<file path="src/rtl/pmem_loader_pkg.sv">
package pmem_loader_pkg;
  // default geometry of the instruction store and its fill paths
  localparam int unsigned PM_AW_DEF    = 13;
  localparam int unsigned PM_WORD_DEF  = 128;
  localparam int unsigned HOST_DW_DEF  = 32;
  localparam int unsigned DMA_DW_DEF   = 64;

  // number of sub-words of width sub_w inside a word of width word_w
  function automatic int unsigned parts_of(input int unsigned word_w, input int unsigned sub_w);
    return word_w / sub_w;
  endfunction
endpackage

</file>
<file path="src/rtl/pmem_access_gate.sv">
module pmem_access_gate #(
  parameter int unsigned CW = 14
) (
  input  logic          run_mode,
  input  logic          busy,
  input  logic          host_wr_en,
  input  logic          host_dma_start,
  input  logic          dsp_dma_start,
  input  logic [CW-1:0] word_count,
  output logic          host_wr_ok,
  output logic          dma_go,
  output logic          viol
);
  logic start_req;

  always_comb begin
    // host writes only in System Mode and only while the port is not owned by DMA
    host_wr_ok = host_wr_en && !run_mode && !busy;
    // each requester may start a load only in its own mode
    start_req  = (host_dma_start && !run_mode) || (dsp_dma_start && run_mode);
    dma_go     = start_req && !busy && (word_count != '0);
    viol       = (host_wr_en && (run_mode || busy)) || (host_dma_start && run_mode);
  end
endmodule

</file>
<file path="src/rtl/pmem_host_packer.sv">
module pmem_host_packer #(
  parameter int unsigned AW     = 13,
  parameter int unsigned WORD_W = 128,
  parameter int unsigned HOST_W = 32,
  localparam int unsigned LANES = WORD_W / HOST_W,
  localparam int unsigned LB    = $clog2(LANES),
  localparam int unsigned HAW   = AW + LB
) (
  input  logic              clk,
  input  logic              rst,
  input  logic              wr_ok,
  input  logic [HAW-1:0]    addr,
  input  logic [HOST_W-1:0] wdata,
  output logic              commit,
  output logic [AW-1:0]     commit_addr,
  output logic [WORD_W-1:0] commit_data,
  output logic              seq_err
);
  logic [LB-1:0]     exp_lane;
  logic [AW-1:0]     base_idx;
  logic [LB-1:0]     lane;
  logic [AW-1:0]     idx;
  logic              in_seq;
  logic [HOST_W-1:0] lane_q [LANES-1];

  always_comb begin
    lane        = addr[LB-1:0];
    idx         = addr[HAW-1:LB];
    in_seq      = (lane == exp_lane) && ((exp_lane == '0) || (idx == base_idx));
    seq_err     = wr_ok && !in_seq;
    commit      = wr_ok && in_seq && (lane == LB'(LANES-1));
    commit_addr = idx;
  end

  // partial lanes held without reset; the top lane comes straight from the bus
  for (genvar g = 0; g < LANES - 1; g++) begin : g_lane
    always_ff @(posedge clk) begin
      if (wr_ok && in_seq && (lane == LB'(g)))
        lane_q[g] <= wdata;
    end
    assign commit_data[g*HOST_W +: HOST_W] = lane_q[g];
  end
  assign commit_data[(LANES-1)*HOST_W +: HOST_W] = wdata;

  always_ff @(posedge clk) begin
    if (rst) begin
      exp_lane <= '0;
      base_idx <= '0;
    end else if (wr_ok) begin
      if (!in_seq) begin
        exp_lane <= '0;
      end else begin
        exp_lane <= exp_lane + 1'b1;
        if (lane == '0)
          base_idx <= idx;
      end
    end
  end

  // after a broken sequence the packer must expect lane 0 again
  assert_restart_after_err_R4 : assert property (@(posedge clk) disable iff (rst)
    seq_err |=> (exp_lane == '0));
endmodule

</file>
<file path="src/rtl/pmem_dma_packer.sv">
module pmem_dma_packer #(
  parameter int unsigned AW     = 13,
  parameter int unsigned WORD_W = 128,
  parameter int unsigned DMA_W  = 64,
  localparam int unsigned BEATS = WORD_W / DMA_W,
  localparam int unsigned BB    = (BEATS > 1) ? $clog2(BEATS) : 1,
  localparam int unsigned CW    = AW + 1
) (
  input  logic              clk,
  input  logic              rst,
  input  logic              go,
  input  logic [AW-1:0]     start_addr,
  input  logic [CW-1:0]     word_count,
  input  logic              beat_valid,
  input  logic [DMA_W-1:0]  beat_data,
  output logic              busy,
  output logic              commit,
  output logic              last,
  output logic [AW-1:0]     commit_addr,
  output logic [WORD_W-1:0] commit_data
);
  logic              busy_q;
  logic [BB-1:0]     beat_q;
  logic [AW-1:0]     addr_q;
  logic [CW-1:0]     remain_q;
  logic              take;
  logic [DMA_W-1:0]  beat_reg [BEATS-1];

  always_comb begin
    take        = busy_q && beat_valid;
    commit      = take && (beat_q == BB'(BEATS-1));
    last        = commit && (remain_q == CW'(1));
    commit_addr = addr_q;
    busy        = busy_q;
  end

  for (genvar g = 0; g < BEATS - 1; g++) begin : g_beat
    always_ff @(posedge clk) begin
      if (take && (beat_q == BB'(g)))
        beat_reg[g] <= beat_data;
    end
    assign commit_data[g*DMA_W +: DMA_W] = beat_reg[g];
  end
  assign commit_data[(BEATS-1)*DMA_W +: DMA_W] = beat_data;

  always_ff @(posedge clk) begin
    if (rst) begin
      busy_q   <= 1'b0;
      beat_q   <= '0;
      addr_q   <= '0;
      remain_q <= '0;
    end else if (go) begin
      busy_q   <= 1'b1;
      beat_q   <= '0;
      addr_q   <= start_addr;
      remain_q <= word_count;
    end else if (take) begin
      if (commit) begin
        beat_q   <= '0;
        addr_q   <= addr_q + 1'b1;
        remain_q <= remain_q - 1'b1;
        if (last)
          busy_q <= 1'b0;
      end else begin
        beat_q <= beat_q + 1'b1;
      end
    end
  end

  // a load in flight cannot end without a beat
  assert_busy_holds_R9 : assert property (@(posedge clk) disable iff (rst)
    (busy_q && !beat_valid) |=> busy_q);
endmodule

</file>
<file path="src/rtl/pmem_loader.sv">
module pmem_loader
  import pmem_loader_pkg::*;
#(
  parameter int unsigned AW     = PM_AW_DEF,
  parameter int unsigned WORD_W = PM_WORD_DEF,
  parameter int unsigned HOST_W = HOST_DW_DEF,
  parameter int unsigned DMA_W  = DMA_DW_DEF,
  localparam int unsigned LANES = parts_of(WORD_W, HOST_W),
  localparam int unsigned LB    = $clog2(LANES),
  localparam int unsigned HAW   = AW + LB,
  localparam int unsigned CW    = AW + 1
) (
  input  logic              clk,
  input  logic              rst,
  input  logic              run_mode,
  input  logic              host_wr_en,
  input  logic [HAW-1:0]    host_addr,
  input  logic [HOST_W-1:0] host_wdata,
  input  logic              host_dma_start,
  input  logic              dsp_dma_start,
  input  logic [AW-1:0]     dma_start_addr,
  input  logic [CW-1:0]     dma_word_count,
  input  logic              dma_beat_valid,
  input  logic [DMA_W-1:0]  dma_beat_data,
  output logic              pm_we,
  output logic [AW-1:0]     pm_addr,
  output logic [WORD_W-1:0] pm_wdata,
  output logic              dma_busy,
  output logic              dma_done,
  output logic              host_seq_err,
  output logic              access_viol
);
  logic              busy;
  logic              host_wr_ok;
  logic              dma_go;
  logic              viol_c;
  logic              h_commit;
  logic [AW-1:0]     h_addr;
  logic [WORD_W-1:0] h_data;
  logic              h_err;
  logic              d_commit;
  logic              d_last;
  logic [AW-1:0]     d_addr;
  logic [WORD_W-1:0] d_data;

  pmem_access_gate #(.CW(CW)) u_gate (
    .run_mode       (run_mode),
    .busy           (busy),
    .host_wr_en     (host_wr_en),
    .host_dma_start (host_dma_start),
    .dsp_dma_start  (dsp_dma_start),
    .word_count     (dma_word_count),
    .host_wr_ok     (host_wr_ok),
    .dma_go         (dma_go),
    .viol           (viol_c)
  );

  pmem_host_packer #(.AW(AW), .WORD_W(WORD_W), .HOST_W(HOST_W)) u_host (
    .clk         (clk),
    .rst         (rst),
    .wr_ok       (host_wr_ok),
    .addr        (host_addr),
    .wdata       (host_wdata),
    .commit      (h_commit),
    .commit_addr (h_addr),
    .commit_data (h_data),
    .seq_err     (h_err)
  );

  pmem_dma_packer #(.AW(AW), .WORD_W(WORD_W), .DMA_W(DMA_W)) u_dma (
    .clk         (clk),
    .rst         (rst),
    .go          (dma_go),
    .start_addr  (dma_start_addr),
    .word_count  (dma_word_count),
    .beat_valid  (dma_beat_valid),
    .beat_data   (dma_beat_data),
    .busy        (busy),
    .commit      (d_commit),
    .last        (d_last),
    .commit_addr (d_addr),
    .commit_data (d_data)
  );

  // single registered write port; the two sources never commit together
  always_ff @(posedge clk) begin
    if (rst) begin
      pm_we        <= 1'b0;
      pm_addr      <= '0;
      pm_wdata     <= '0;
      dma_done     <= 1'b0;
      host_seq_err <= 1'b0;
      access_viol  <= 1'b0;
    end else begin
      pm_we        <= h_commit || d_commit;
      dma_done     <= d_last;
      host_seq_err <= h_err;
      access_viol  <= viol_c;
      if (d_commit) begin
        pm_addr  <= d_addr;
        pm_wdata <= d_data;
      end else if (h_commit) begin
        pm_addr  <= h_addr;
        pm_wdata <= h_data;
      end
    end
  end

  assign dma_busy = busy;

  assert_no_dual_commit_R6 : assert property (@(posedge clk) disable iff (rst)
    !(h_commit && d_commit));

  assert_run_host_blocked_R5 : assert property (@(posedge clk) disable iff (rst)
    (run_mode && host_wr_en && !dma_busy) |=> (access_viol && !pm_we));

  assert_done_one_cycle_R9 : assert property (@(posedge clk) disable iff (rst)
    dma_done |=> !dma_done);

  assert_done_ends_busy_R9 : assert property (@(posedge clk) disable iff (rst)
    dma_done |-> (!dma_busy && pm_we));

  assert_busy_needs_start_R7 : assert property (@(posedge clk) disable iff (rst)
    $rose(dma_busy) |-> $past(host_dma_start || dsp_dma_start));
endmodule

</file>
<file path="config.mk">
export PLATFORM = sky130hd
export DESIGN_NAME = pmem_loader
export DESIGN_NICKNAME = d
export VERILOG_FILES = /design/src/rtl/pmem_loader_pkg.sv /design/src/rtl/pmem_access_gate.sv /design/src/rtl/pmem_host_packer.sv /design/src/rtl/pmem_dma_packer.sv /design/src/rtl/pmem_loader.sv
export SDC_FILE = /design/constraint.sdc
export NUM_CORES = 1
export LEC_CHECK = 0
export ABC_CLOCK_PERIOD_IN_PS = 6400
export BUFFER_PORTS_ARGS = -buffer_cell sky130_fd_sc_hd__buf_2
export CORE_ASPECT_RATIO = 0.6
export CORE_UTILIZATION = 35
export CTS_CLUSTER_DIAMETER = 50
export DETAILED_ROUTE_END_ITERATION = 8
export SLEW_MARGIN = 10
export SYNTH_ARGS = -nofsm -noshare
export SYNTH_HDL_FRONTEND = slang
export SYNTH_SLANG_ARGS = --single-unit
</file>
<file path="constraint.sdc">
create_clock -name clk -period 6.4 [get_ports clk]
set_input_delay 0 -clock clk [delete_from_list [all_inputs] [get_ports clk]]
set_output_delay 0 -clock clk [all_outputs]
set_load 0.01 [all_outputs]
</file>
==> summary.txt <==
Sequential share of the synthesized area: 64.1%
GP Congestion: 0.839
Area leader, netlist: edfxtp_1
Slew Limit Fails: 0
Global-route wire length before repair: 56600 microns
Via count: 9968
Hold WC Path Type: input pin to flip-flop
Slew at the pin closest to its max-slew limit: 1.18 ns
Vias in the first global route: 9752
Tot GR Track Use: 18.6%
CTS buffer count: 37
WP data required: 6.76 ns
Die Wd: 255 microns
Drt first-iter violations: 623
Die Y: 154 microns
Die area: 39100 sq um
Net Count, Synth: 1223
EDFF count, synth: 160
IO Pins: 291
Max Cap Violations: 0
DRC: 0
Clk slew on worst S/H paths: 0.06 ns
Via density: 4.93
Max reg flops: 128
Final min period: 3.08 ns
FFs w/ async S/R, synth: 0%
Largest family of logic cells by synthesized area: multiplexers
Setup crit end kind: flip-flop
Synth Flop Type: dfxtp_1
Top post-synthesis cells by area: edfxtp_1 36%, dfxtp_1 28%, mux2i_1 12%
Initial core utilization: 35.5%
DP Worst Slack: 3.34 ns
Synth Area in Compound Gates: 10.5%
Final ANT Viol Nets: 0
Met1 wire length: 17900 microns
Initial antenna violation count: 0
Clock sink total: 349
Pleak: 6.75 nW
Peak Freq: 0.325 GHz
Worst clock skew: 0.0202 ns
Syn. warnings: 0
IO Port Bufs: 290
R2R Setup Slk: 3.32 ns
Outcome: finished, final reports clean
CP Data Arrival Time: 3.44 ns
Syn Area/Cell: 12.5 sq um
Simple-Gate Fraction of Synth Area: 8.39%
Mux contribution to synthesized area: 11.6%
Post-Syn Instances: 1074
Fillers: 3429
Routed wl met3: 2270 microns
Final-report setup violation count: 0
Core Region: 37700 sq um
Inserted Diodes: 0
Rel. slew slack: 21.6%
Clock Latency Late Sink: 0.53 ns
Met2 WL: 15900 microns
Routed wire length: 36900 microns
Rows: 55
H-tree Lvls: 2
Crit-path max FO: 43
NumNets Final: 1630
Hpwl dp: 22400 microns
Gr ovfl total: 0
XOR/XNOR Fraction of Synth Area: 1.96%
Initial DRT Pass Iterations: 5
RSZ-0062 raised after global routing: false
Highest metal used: met4
Yosys reg bits: 349
Crit Path Class: flip-flop to flip-flop
Largest net degree at the start of global routing: 116
Design Power: 5.11 mW
Setup TNS: 0 ns
Synth top area share: 35.9%
Post-synthesis cell type count: 38
Post-Synth Adder-Cell Area: 0.374%
Final Hold Viols: 0
Worst-case clock buffer depth: 3
Share of cells above drive strength 1: 24.4%
CTS-repair resized insts: 0
CP Launch Type: flip-flop
WL/cell: 18.2 microns
Cell Pwr Density: 284 nW/um^2
Root Driver: clkbuf_16
Hold WS: 0.0782 ns
Final Cycle Share: 48.1%
Mapped cell area: 13400 sq um
Worst Slack Setup Final: 3.32 ns
Syn-to-layout area delta: 34.5%
CTS tree: built
VDD IR max: 0.176 mV
==> metal layers <==
layer | global-route usage (%) | up-vias
li1 | - | 4794
met1 | 26.9 | 4813
met2 | 28.0 | 295
met3 | 4.10 | 66
met4 | 4.56 | 0
met5 | 0 | -
==> Yosys cell counts, types with 3 or more instances <==
master,number
a211oi_1,155
a21oi_1,16
a22oi_1,4
and2_1,3
and3_1,4
buf_4,7
buf_6,10
clkbuf_1,58
dfxtp_1,189
edfxtp_1,160
ha_1,4
inv_1,5
mux2i_1,155
nand2_1,22
nand3_1,9
nand4_1,8
nor2_1,189
nor3_1,9
nor3b_1,3
nor4_1,8
o21ai_0,6
xor2_1,28
==> report_power, final <==
part | total (mW) | internal (mW) | switching (mW)
sequential | 2.43 | 2.39 | 0.0380
clock | 2.36 | 1.46 | 0.902
combinational | 0.323 | 0.150 | 0.173
==> kinds of logic (layout without fill, tap and decap cells) <==
family / Yosys count / count (layout)
flip-flops: 349 / 349
AND/OR/NAND/NOR: 264 / 264
AO/OA/AOI/OAI: 192 / 192
multiplexers: 155 / 155
buffers and inverters: 80 / 516
XOR/XNOR: 30 / 30
adder cells (fa/ha/maj): 4 / 4
==> critical path, stage by stage, from the launching register on <==
cell and delay [ns]:
dfxtp_1 0.31, xor2_1 0.15, nor4_1 0.41, nand4_2 0.27
a21oi_4 0.60, buf_4 0.73, mux2i_1 0.27, a211oi_1 0.10
==> final timing paths <==
| check | startpoint | end | cells past startpoint |
|---|---|---|---|
| setup / recovery | u_host.base_idx[12] | pm_wdata[53] | 7 |
| hold / removal | run_mode | host_seq_err | 4 |
| setup reg to reg | u_host.base_idx[12] | pm_wdata[53] | 7 |
| hold reg to reg | u_host.exp_lane[0] | u_host.exp_lane[0] | 2 |
==> placed cells by master, fill, tap and decap left out, types with 2 or more instances in the layout <==
cell	count
a211oi_1	155
a21oi_1	15
a221oi_1	2
a22oi_1	4
a31oi_1	2
a32oi_1	2
and2_1	3
and3_1	4
buf_2	289
buf_4	12
bufinv_16	8
clkbuf_1	8
clkbuf_16	39
clkinv_1	3
clkinv_2	3
dfxtp_1	189
dlygate4sd3_1	140
edfxtp_1	160
ha_1	4
inv_1	5
mux2i_1	155
nand2_1	22
nand3_1	8
nand4_1	8
nor2_1	188
nor3_1	9
nor3b_2	2
nor4_1	8
o211ai_1	2
o21ai_0	6
or3_1	2
xnor2_1	2
xor2_1	28
==> what timing repair did <==
item,in CTS,in global routing
endpoints found under the hold margin,286,0
buffers inserted,0,0
hold buffers,140,0
==> per-stage QoR <==
stage	instances	instance area, sq um	utilization (%)
global route	2023	18000	47.7
global placement	1815	15300	40.5
floorplan	1074	13400	-
detailed placement	1815	15300	40.5
finish	2023	18000	47.7
CTS	2023	18000	47.7
==> cell type report <==
class / instances / area, sq um / area share (%)
Multi-Input combinational cell: 645 / 4440 / 24.7
Clock inverter: 20 / 325 / 1.81
Timing Repair Buffer: 443 / 2970 / 16.5
Tap cell: 513 / 642 / 3.57
Sequential cell: 349 / 8590 / 47.7
Clock buffer: 48 / 1020 / 5.66
Inverter: 5 / 18.8 / 0.104
No activity file was read; power rests on OpenSTA's default activity.
